### config.mk
export PLATFORM = sky130hd
export DESIGN_NAME = rail_fault_agg
export DESIGN_NICKNAME = d
export VERILOG_FILES = /design/src/rtl/rfa_pkg.sv /design/src/rtl/rfa_window_cmp.sv /design/src/rtl/rfa_chan.sv /design/src/rtl/rail_fault_agg.sv
export SDC_FILE = /design/constraint.sdc
export NUM_CORES = 1
export LEC_CHECK = 0
export CAP_MARGIN = 10
export CELL_PAD_IN_SITES_DETAIL_PLACEMENT = 1
export CELL_PAD_IN_SITES_GLOBAL_PLACEMENT = 1
export CORE_AREA = 2 2 244 246
export DETAILED_ROUTE_END_ITERATION = 6
export DIE_AREA = 0 0 246 248
export PLACE_DENSITY = 0.7
export SYNTH_ARGS = -nofsm -noshare
export SYNTH_HDL_FRONTEND = slang
export SYNTH_SLANG_ARGS = --single-unit
### constraint.sdc
create_clock -name clk -period 4.7 [get_ports clk]
set_input_delay 0.94 -clock clk [delete_from_list [all_inputs] [get_ports clk]]
set_output_delay 0.94 -clock clk [all_outputs]
set_load 0.01 [all_outputs]
### src/rtl/rfa_pkg.sv
package rfa_pkg;
    typedef enum logic [1:0] {
        CH_OFF,
        CH_RAMP,
        CH_ON,
        CH_TRIP
    } ch_state_e;

    localparam int NFLAG  = 8;
    localparam int FL_UVF = 0;
    localparam int FL_UVW = 1;
    localparam int FL_OVW = 2;
    localparam int FL_OVF = 3;
    localparam int FL_OCW = 4;
    localparam int FL_OCF = 5;
    localparam int FL_UCF = 6;
    localparam int FL_TMO = 7;

    // flags that switch a channel off
    localparam logic [NFLAG-1:0] TRIP_MASK = 8'h69;
    // flags that drive the auxiliary line
    localparam logic [NFLAG-1:0] AUX_MASK  = 8'h68;
    // compares observed while ramping (undervoltage masked)
    localparam logic [NFLAG-1:0] RAMP_MON  = 8'h7C;
    // compares observed while on
    localparam logic [NFLAG-1:0] ON_MON    = 8'h7F;
endpackage

### src/rtl/rfa_window_cmp.sv
module rfa_window_cmp
    import rfa_pkg::*;
#(
    parameter int VW = 16,
    parameter int IW = 16
) (
    input  logic [VW-1:0]        volt,
    input  logic signed [IW-1:0] curr,
    input  logic [VW-1:0]        vuf,
    input  logic [VW-1:0]        vuw,
    input  logic [VW-1:0]        vow,
    input  logic [VW-1:0]        vof,
    input  logic signed [IW-1:0] iuf,
    input  logic signed [IW-1:0] iow,
    input  logic signed [IW-1:0] iof,
    output logic [NFLAG-1:0]     raw
);
    always_comb begin
        raw         = '0;
        raw[FL_UVF] = volt < vuf;
        raw[FL_UVW] = volt < vuw;
        raw[FL_OVW] = volt > vow;
        raw[FL_OVF] = volt > vof;
        raw[FL_OCW] = curr > iow;
        raw[FL_OCF] = curr > iof;
        raw[FL_UCF] = curr < iuf;
    end
endmodule

### src/rtl/rfa_chan.sv
module rfa_chan
    import rfa_pkg::*;
#(
    parameter int VW      = 16,
    parameter int IW      = 16,
    parameter int TON_CYC = 32
) (
    input  logic                 clk,
    input  logic                 rst_n,
    input  logic                 smp_vld,
    input  logic [VW-1:0]        volt,
    input  logic signed [IW-1:0] curr,
    input  logic [VW-1:0]        vuf,
    input  logic [VW-1:0]        vuw,
    input  logic [VW-1:0]        vow,
    input  logic [VW-1:0]        vof,
    input  logic signed [IW-1:0] iuf,
    input  logic signed [IW-1:0] iow,
    input  logic signed [IW-1:0] iof,
    input  logic                 clr,
    input  logic                 on_req,
    output logic [NFLAG-1:0]     flags_q,
    output logic                 aux_q,
    output logic                 tripped
);
    localparam int CW = $clog2(TON_CYC + 1);
    localparam logic [CW-1:0] CNT_LAST = CW'(TON_CYC - 1);

    ch_state_e        st, st_nxt;
    logic [CW-1:0]    cnt;
    logic [NFLAG-1:0] raw, mon_mask, hit_now, set_vec, cond_q, clr_vec;
    logic             trip_hit, ramp_ok, tmo_evt, monitored_nxt;

    rfa_window_cmp #(.VW(VW), .IW(IW)) u_cmp (
        .volt(volt), .curr(curr),
        .vuf(vuf), .vuw(vuw), .vow(vow), .vof(vof),
        .iuf(iuf), .iow(iow), .iof(iof),
        .raw(raw)
    );

    always_comb begin
        unique case (st)
            CH_ON:   mon_mask = ON_MON;
            CH_RAMP: mon_mask = RAMP_MON;
            default: mon_mask = '0;
        endcase
    end

    assign hit_now  = smp_vld ? (raw & mon_mask) : '0;
    assign trip_hit = |(hit_now & TRIP_MASK);
    assign ramp_ok  = smp_vld && !raw[FL_UVF] && !trip_hit;
    assign tmo_evt  = (st == CH_RAMP) && !ramp_ok && !trip_hit && (cnt == CNT_LAST);

    // next-state logic
    always_comb begin
        st_nxt = st;
        unique case (st)
            CH_OFF:  if (on_req) st_nxt = CH_RAMP;
            CH_RAMP: begin
                if (trip_hit)     st_nxt = CH_TRIP;
                else if (ramp_ok) st_nxt = CH_ON;
                else if (tmo_evt) st_nxt = CH_TRIP;
            end
            CH_ON:   if (trip_hit) st_nxt = CH_TRIP;
            CH_TRIP: if (on_req) st_nxt = CH_RAMP;
            default: st_nxt = CH_OFF;
        endcase
    end

    // state register and ramp timer
    always_ff @(posedge clk) begin
        if (!rst_n) begin
            st  <= CH_OFF;
            cnt <= '0;
        end else begin
            st <= st_nxt;
            if (st != CH_RAMP)
                cnt <= '0;
            else if (cnt != CNT_LAST)
                cnt <= cnt + 1'b1;
        end
    end

    assign monitored_nxt = (st_nxt == CH_ON) || (st_nxt == CH_RAMP);
    assign set_vec       = hit_now | (tmo_evt ? (NFLAG'(1) << FL_TMO) : '0);
    assign clr_vec       = clr ? ~cond_q : '0;

    // output latches
    always_ff @(posedge clk) begin
        if (!rst_n) begin
            flags_q <= '0;
            cond_q  <= '0;
            aux_q   <= 1'b0;
        end else begin
            flags_q <= (flags_q & ~clr_vec) | set_vec;
            if (!monitored_nxt)
                cond_q <= '0;
            else if (smp_vld)
                cond_q <= hit_now;
            if (on_req && st == CH_TRIP)
                aux_q <= 1'b0;
            else if (|(hit_now & AUX_MASK))
                aux_q <= 1'b1;
        end
    end

    assign tripped = (st == CH_TRIP);

    assert_trip_hold_R7: assert property (@(posedge clk) disable iff (!rst_n)
        (st == CH_TRIP && !on_req) |=> (st == CH_TRIP));
    assert_aux_hold_R6: assert property (@(posedge clk) disable iff (!rst_n)
        (aux_q && !on_req) |=> aux_q);
    assert_sticky_R4: assert property (@(posedge clk) disable iff (!rst_n)
        !clr |=> (($past(flags_q) & ~flags_q) == '0));
    assert_ramp_window_R8: assert property (@(posedge clk) disable iff (!rst_n)
        (st == CH_RAMP) |-> (cnt < CW'(TON_CYC)));
    assert_off_quiet_R9: assert property (@(posedge clk) disable iff (!rst_n)
        (st == CH_OFF && !clr) |=> $stable(flags_q));
endmodule

### src/rtl/rail_fault_agg.sv
module rail_fault_agg
    import rfa_pkg::*;
#(
    parameter int NCH     = 4,
    parameter int VW      = 16,
    parameter int IW      = 16,
    parameter int TON_CYC = 32
) (
    input  logic                 clk,
    input  logic                 rst_n,
    input  logic [NCH-1:0]       smp_vld,
    input  logic [NCH*VW-1:0]    volt_smp,
    input  logic [NCH*IW-1:0]    curr_smp,
    input  logic [NCH*VW-1:0]    lim_vuf,
    input  logic [NCH*VW-1:0]    lim_vuw,
    input  logic [NCH*VW-1:0]    lim_vow,
    input  logic [NCH*VW-1:0]    lim_vof,
    input  logic [NCH*IW-1:0]    lim_iuf,
    input  logic [NCH*IW-1:0]    lim_iow,
    input  logic [NCH*IW-1:0]    lim_iof,
    input  logic                 clr_faults,
    input  logic [NCH-1:0]       on_req,
    output logic                 alert_n,
    output logic                 auxflt_n,
    output logic                 fltoff_n,
    output logic [NCH*NFLAG-1:0] flags
);
    logic [NCH-1:0] aux_v, trip_v;

    for (genvar c = 0; c < NCH; c++) begin : g_ch
        rfa_chan #(.VW(VW), .IW(IW), .TON_CYC(TON_CYC)) u_ch (
            .clk(clk), .rst_n(rst_n),
            .smp_vld(smp_vld[c]),
            .volt(volt_smp[c*VW +: VW]),
            .curr(curr_smp[c*IW +: IW]),
            .vuf(lim_vuf[c*VW +: VW]), .vuw(lim_vuw[c*VW +: VW]),
            .vow(lim_vow[c*VW +: VW]), .vof(lim_vof[c*VW +: VW]),
            .iuf(lim_iuf[c*IW +: IW]), .iow(lim_iow[c*IW +: IW]),
            .iof(lim_iof[c*IW +: IW]),
            .clr(clr_faults), .on_req(on_req[c]),
            .flags_q(flags[c*NFLAG +: NFLAG]),
            .aux_q(aux_v[c]),
            .tripped(trip_v[c])
        );
    end

    assign alert_n  = ~|flags;
    assign auxflt_n = ~|aux_v;
    assign fltoff_n = ~|trip_v;

    assert_aux_implies_off_R6: assert property (@(posedge clk) disable iff (!rst_n)
        !auxflt_n |-> !fltoff_n);
endmodule

==> metrics.cfg, run 1 <==
[sta]
holdWs_ps = 459
fin_crit_sh = 0.886
drv_slew = 0
setup_violations = 0
hold_viol = 0
worst_pin_slew_ps = 1230
period_needed_ps = 4160
relSlewSlack = 0.177
fmax_mhz = 240
rsz0062_at_grt = false
skew_ps = 6.88
tns_ps = 0

[critical_path]
critPathRequiredTime_ps = 4880
cp_cell_sequence = clkdlybuf4s50_1, ha_1, a211o_1, a31oi_1, o41ai_1, a2111oi_2, mux2i_1, o21ai_0, o31a_2, xnor2_2, a211oi_1
critPathKind = input pin to register
path_delay_family = compound AO/OA/AOI/OAI gates
slowest_stage = clkdlybuf4s50_1
cp-start-kind = input pin
crit_arrival_ps = 4350
path_max_fanout = 7
critPathBufInv = 1
crit_path_max_incr_delay_ps = 470
crit_path_end_kind = register

[die]
fp.dieH_um = 248
die_w_um = 246
io_pins = 622
core.rowCount = 89
start_util = 0.263
fp.coreArea_um2 = 58500
dieArea_um2 = 61000

[clock_network]
cts_resized = 0
cts_inserted_buffers = 9
tritoncts = done
root_buffer = clkbuf_16
cts_setup_buffers = 0
ctsHoldBuffers = 0
clk_latency_ps = 350
htreeDepth = 3
clock_sinks = 96
clkTransAtPathRegs_ps = 70
clock_path_buffers = 2

[power_and_ir_drop]
leakage_nw = 11.5
p_int_mw = 2.82
powerDensity_nw_per_um2 = 201
p_seq_frac = 0.228
power.total_mw = 4.61
p_sw_mw = 1.80
clock_power_share = 0.198
ir_worst_vdd_mv = 0.142
swShare = 0.390
combPwrFrac = 0.574

[synth]
synthTopCellsByArea = ha_1 37%, dfxtp_1 13%, inv_1 11%, a21oi_1 5.6%, o21ai_0 3.5%
yosysWarningCount = 0
ys_async_sr_fraction = 0
synth_cell_types = 73
synth-seq-area-share = 0.125
synth-seq-cells = 96
synth_top_area_frac = 0.374
synth_edf_count = 0
avgSynthCellArea_um2 = 7.58
ys.flop_type = dfxtp_1
synthCells = 2029
synth_area_um2 = 15400
yosysTopAreaCell = ha_1
syn_nets = 3076

[place]
dpl_cell_area_um2 = 22600
io_buffers = 621
dpl.hpwl_um = 58600
routabilityCongestion = 0.925

[global_route]
grt_max_degree = 51
grt_remaining_overflow = 0
grt_pass1_vias = 18304
grt.total_usage = 0.205
antenna_found_initial = 6
grt_pass1_wl_um = 99000

[final_layout]
nets = 3703
area_growth_pct = 49.2
drive_above_1_share = 0.0158
stdcell_area_um2 = 22900

[drt]
drt-initial-drc-count = 406
ant_nets = 0
wire_per_inst_um = 19.0
viasPerCell = 4.87
via_count = 16722
first_pass_iters = 4
drc = 0
drt_wl_total_um = 65200

[run]
cap_viol_max_count = 0

[worst_hold_path]
hold_class = register to register

[outcome]
outcome = finished clean

[power groups by stage]
stage	combinational (mW)	sequential, mW	clock (mW)
floorplan	1.39	1.04	0
global placement	2.57	1.06	0
detailed placement	2.67	1.07	0
CTS	2.69	1.05	0.940
global route	2.96	1.07	0.975
finish	2.65	1.05	0.913
[worst min-delay path, cell delays in order (launching register included)]
cell     delay, ps
dfxtp_1        310
nand2_1         50
a21oi_1         50
[per-layer routing]
| metal | track usage | part of all wire |
|---|---|---|
| met2 | 0.389 | 0.51 |
| met3 | 0.0319 | 0.051 |
| met1 | 0.239 | 0.42 |
| met4 | 0.0430 | 0.017 |
| met5 | 0 | 0.00052 |
[registers in the layout, summed over array words and instances, names as in the netlist]
| signal | count |
|---|---|
| g_ch.u_ch.aux_q | 4 |
| g_ch.u_ch.cnt | 24 |
| g_ch.u_ch.cond_q | 28 |
| g_ch.u_ch.flags_q | 32 |
| g_ch.u_ch.st | 8 |
[area by class of cell]
cell class	count	area (µm²)
Tap cell	773	967
Antenna cell	4	10.0
Fill cell	7100	35500
Timing Repair Buffer	627	6260
Clock inverter	5	129
Inverter	460	1730
Multi-Input combinational cell	1462	11700
Clock buffer	10	239
Sequential cell	96	1920
[logic make-up (layout without fill, tap and decap cells)]
group	Yosys count	in the layout	share of synthesized area
AOI/OAI and AO/OA	498	498	0.206
and+or+nand+nor	478	478	0.163
buffers and inverters	471	1102	0.115
adders and majority gates	460	460	0.374
DFF	96	96	0.125
xor gates and xnor gates	15	15	0.00952
muxes	11	11	0.00724
other	0	4	0
[synthesized netlist by cell type (4+ instances only)]
master / count
a21oi_1: 171
a21o_1: 62
nor4_1: 14
and2_1: 9
a31oi_1: 9
or3_1: 5
o41ai_1: 4
nand3_1: 39
a221oi_1: 12
nor3b_1: 8
clkbuf_1: 11
a211o_1: 11
xor2_1: 5
a2111oi_0: 8
nand2_1: 99
dfxtp_1: 96
ha_1: 460
a211oi_1: 28
o21ai_0: 109
xnor2_1: 8
or4_1: 7
nor2b_1: 32
or2_2: 4
and4_1: 15
and3_1: 19
mux2i_1: 10
nand2b_1: 38
nor3_1: 22
o211ai_1: 16
o21a_1: 14
o21bai_1: 5
nand4_1: 62
a32oi_1: 4
nor2_1: 95
inv_1: 459
[through the flow]
stage               setup WS, ps  std cells  utilization
floorplan                   1220       2029            -
finish                       538       3437        0.392
detailed placement           199       3418        0.386
global placement             287       3418        0.386
global route                 330       3436        0.392
CTS                          567       3433        0.392
[layout by cell type, fill, tap and decap left out, types with 6 or more instances in the layout]
cell type          n
nor2b_1           32
a31oi_1            9
buf_4              6
and4_1            15
nand2_1           99
xnor2_1            8
nand3_1           39
clkdlybuf4s50_1  621
a211o_1           11
clkbuf_16          9
a2111oi_0          8
nand2b_1          38
and3_1            19
nand4_1           62
mux2i_1           10
o211ai_1          16
dfxtp_1           96
ha_1             460
nor3_1            22
inv_1            458
nor3b_1            8
or4_1              7
and2_1             9
a21o_1            62
o21a_1            14
a21oi_1          171
nor2_1            95
a221oi_1          12
nor4_1            14
o21ai_0          109
a211oi_1          28
[path summary, 6_finish.rpt]
kind                                             start                endpoint  slack (ps)  cells after the start
worst min-delay path            g_ch[1].u_ch.cond_q[0]  g_ch[1].u_ch.cond_q[0]         460                      2
worst max-delay path                      curr_smp[50]  g_ch[3].u_ch.cond_q[5]         540                     11
worst max register to register      g_ch[0].u_ch.st[0]  g_ch[0].u_ch.cond_q[6]        1590                     11
worst min register to register  g_ch[1].u_ch.cond_q[0]  g_ch[1].u_ch.cond_q[0]         460                      2
No activity file was read; power rests on OpenSTA's default activity.
==> run 2, diff against run 1 <==
Settings changed: SLEW_MARGIN set to 15.
==> metrics.cfg, run 2 (same netlist as run 1, synthesis figures left out) <==
[critical_path]
path_delay_family = compound AO/OA/AOI/OAI gates
critPathBufInv = 1  ; unchanged
path_max_fanout = 7  ; unchanged
crit_path_end_kind = register
setup.worst_path.start = curr_smp[50]
crit_path_max_incr_delay_ps = 470  ; about the same
r2r-start = g_ch[0].u_ch.st[0]
cp_cell_sequence = clkdlybuf4s50_1, ha_1, a211o_1, a31oi_1, o41ai_1, a2111oi_2, mux2i_1, o21ai_0, o31a_2, xnor2_2, a211oi_1
crit_arrival_ps = 4350  ; about the same
critPathKind = input pin to register
cp-start-kind = input pin
slowest_stage = clkdlybuf4s50_1
critPathRequiredTime_ps = 4880  ; about the same

[sta]
hold_viol = 0  ; unchanged
worst_pin_slew_ps = 1130  ; -105 ps
drv_slew = 0  ; unchanged
rsz0062_at_grt = false
tns_ps = 0  ; unchanged
skew_ps = 6.88  ; unchanged
relSlewSlack = 0.243  ; +0.0665
period_needed_ps = 4160  ; unchanged
fmax_mhz = 240  ; unchanged
setup_violations = 0  ; unchanged
fin_crit_sh = 0.886  ; unchanged

[clock_network]
cts_resized = 0  ; unchanged
root_buffer = clkbuf_16
clock_path_buffers = 2  ; unchanged
htreeDepth = 3  ; unchanged
cts_inserted_buffers = 9  ; unchanged
clkTransAtPathRegs_ps = 70  ; about the same
clock_sinks = 96  ; unchanged
tritoncts = done
clk_latency_ps = 350  ; about the same
cts_setup_buffers = 0  ; unchanged
ctsHoldBuffers = 0  ; unchanged

[global_route]
grt_pass1_wl_um = 99000  ; unchanged
grt_remaining_overflow = 0  ; unchanged
grt_pass1_vias = 18304  ; unchanged
grt.total_usage = 0.205  ; unchanged
antenna_found_initial = 6  ; unchanged
grt_max_degree = 51  ; unchanged

[drt]
drt-initial-drc-count = 406  ; unchanged
first_pass_iters = 4  ; unchanged
drc = 0  ; unchanged
wire_per_inst_um = 19.0  ; about the same
ant_nets = 0  ; unchanged
drt_wl_total_um = 65200  ; about the same
viasPerCell = 4.87  ; unchanged
via_count = 16722  ; unchanged

[place]
routabilityCongestion = 0.925  ; unchanged
dp_cells = 3418  ; unchanged
dpl.hpwl_um = 58600  ; unchanged
dpl_cell_area_um2 = 22600  ; unchanged
io_buffers = 621  ; unchanged

[final_layout]
regMostFlops = g_ch.u_ch.flags_q
top_regs = g_ch.u_ch.flags_q: 32 flops, g_ch.u_ch.cond_q: 28 flops, g_ch.u_ch.cnt: 24 flops
drive_above_1_share = 0.0158  ; unchanged
stdcell_area_um2 = 22900  ; unchanged
area_growth_pct = 49.2  ; unchanged
final_cells = 3437  ; unchanged
largest_register_ffs = 32  ; unchanged
nets = 3703  ; unchanged
final_cell_mix = 621 x clkdlybuf4s50_1, 460 x ha_1, 457 x inv_1, 171 x a21oi_1, 109 x o21ai_0
layout_commonest_cell = clkdlybuf4s50_1

[power_and_ir_drop]
leakage_nw = 11.4  ; about the same
powerDensity_nw_per_um2 = 201  ; about the same
ir_worst_vdd_mv = 0.142  ; unchanged

[outcome]
outcome = finished clean

[die]
io_pins = 622  ; unchanged
fp.dieH_um = 248  ; unchanged
start_util = 0.263  ; unchanged
die_w_um = 246  ; unchanged
fp.coreArea_um2 = 58500  ; unchanged
dieArea_um2 = 61000  ; unchanged
core.rowCount = 89  ; unchanged

[worst_hold_path]
min-delay-start = g_ch[1].u_ch.cond_q[0]
hold_class = register to register

[run]
cap_viol_max_count = 0  ; unchanged

## run 2: changes by cell type in the layout (fill, tap and decap cells not counted), sizes merged
| cell | previous run | this run |
|---|---|---|
| clkinv | 2 | 3 |
| inv | 459 | 458 |
## run 2: power by group
group / switching, mW / internal (mW) / total [mW]
Combinational: 1.35 / 1.30 / 2.65
Sequential: 0.119 / 0.930 / 1.05
Clock: 0.326 / 0.587 / 0.913
Total: 1.80 / 2.82 / 4.61
## run 2: final cells by class
class	count	area, µm²
diodes	4	10.0
clock buffers	10	239
clock inverters	5	129
fillers	7100	35500
inverters	460	1730
multi-input cells	1462	11700
flip-flops and latches	96	1920
well taps	773	967
repair buffers	627	6260
## run 2: worst reg2reg max path: cells and delay by family, from the launching register on
family	cells	cell delay [ps]
and+or+nand+nor	2	290
muxes	1	300
xor gates and xnor gates	1	360
buffers and inverters	1	100
adders and majority gates	1	360
DFF	1	460
AOI/OAI and AO/OA	5	1070
## run 2: layer usage
metal,global-route usage,wire [µm],up-vias
met5,0,34,-
met4,0.0430,1080,6
met3,0.0319,3330,60
met2,0.389,33100,380
met1,0.239,27600,7918
li1,-,-,8358
## run 2: through the flow
| step | hold WS [ps] | util | total power, mW | setup WS [ps] |
|---|---|---|---|---|
| after floorplan | 433 | - | 2.43 | 1220 |
| after global placement | 439 | 0.386 | 3.63 | 287 |
| after detailed placement | 448 | 0.386 | 3.74 | 199 |
| after CTS | 457 | 0.392 | 4.69 | 567 |
| after global routing | 482 | 0.392 | 5.01 | 330 |
| final | 459 | 0.392 | 4.61 | 538 |
## run 2: worst paths after layout
check	end	slack, ps	cells after the start
max	g_ch[3].u_ch.cond_q[5]	540	11
min	g_ch[1].u_ch.cond_q[0]	460	2
max reg2reg	g_ch[0].u_ch.cond_q[6]	1590	11
min reg2reg	g_ch[1].u_ch.cond_q[0]	460	2
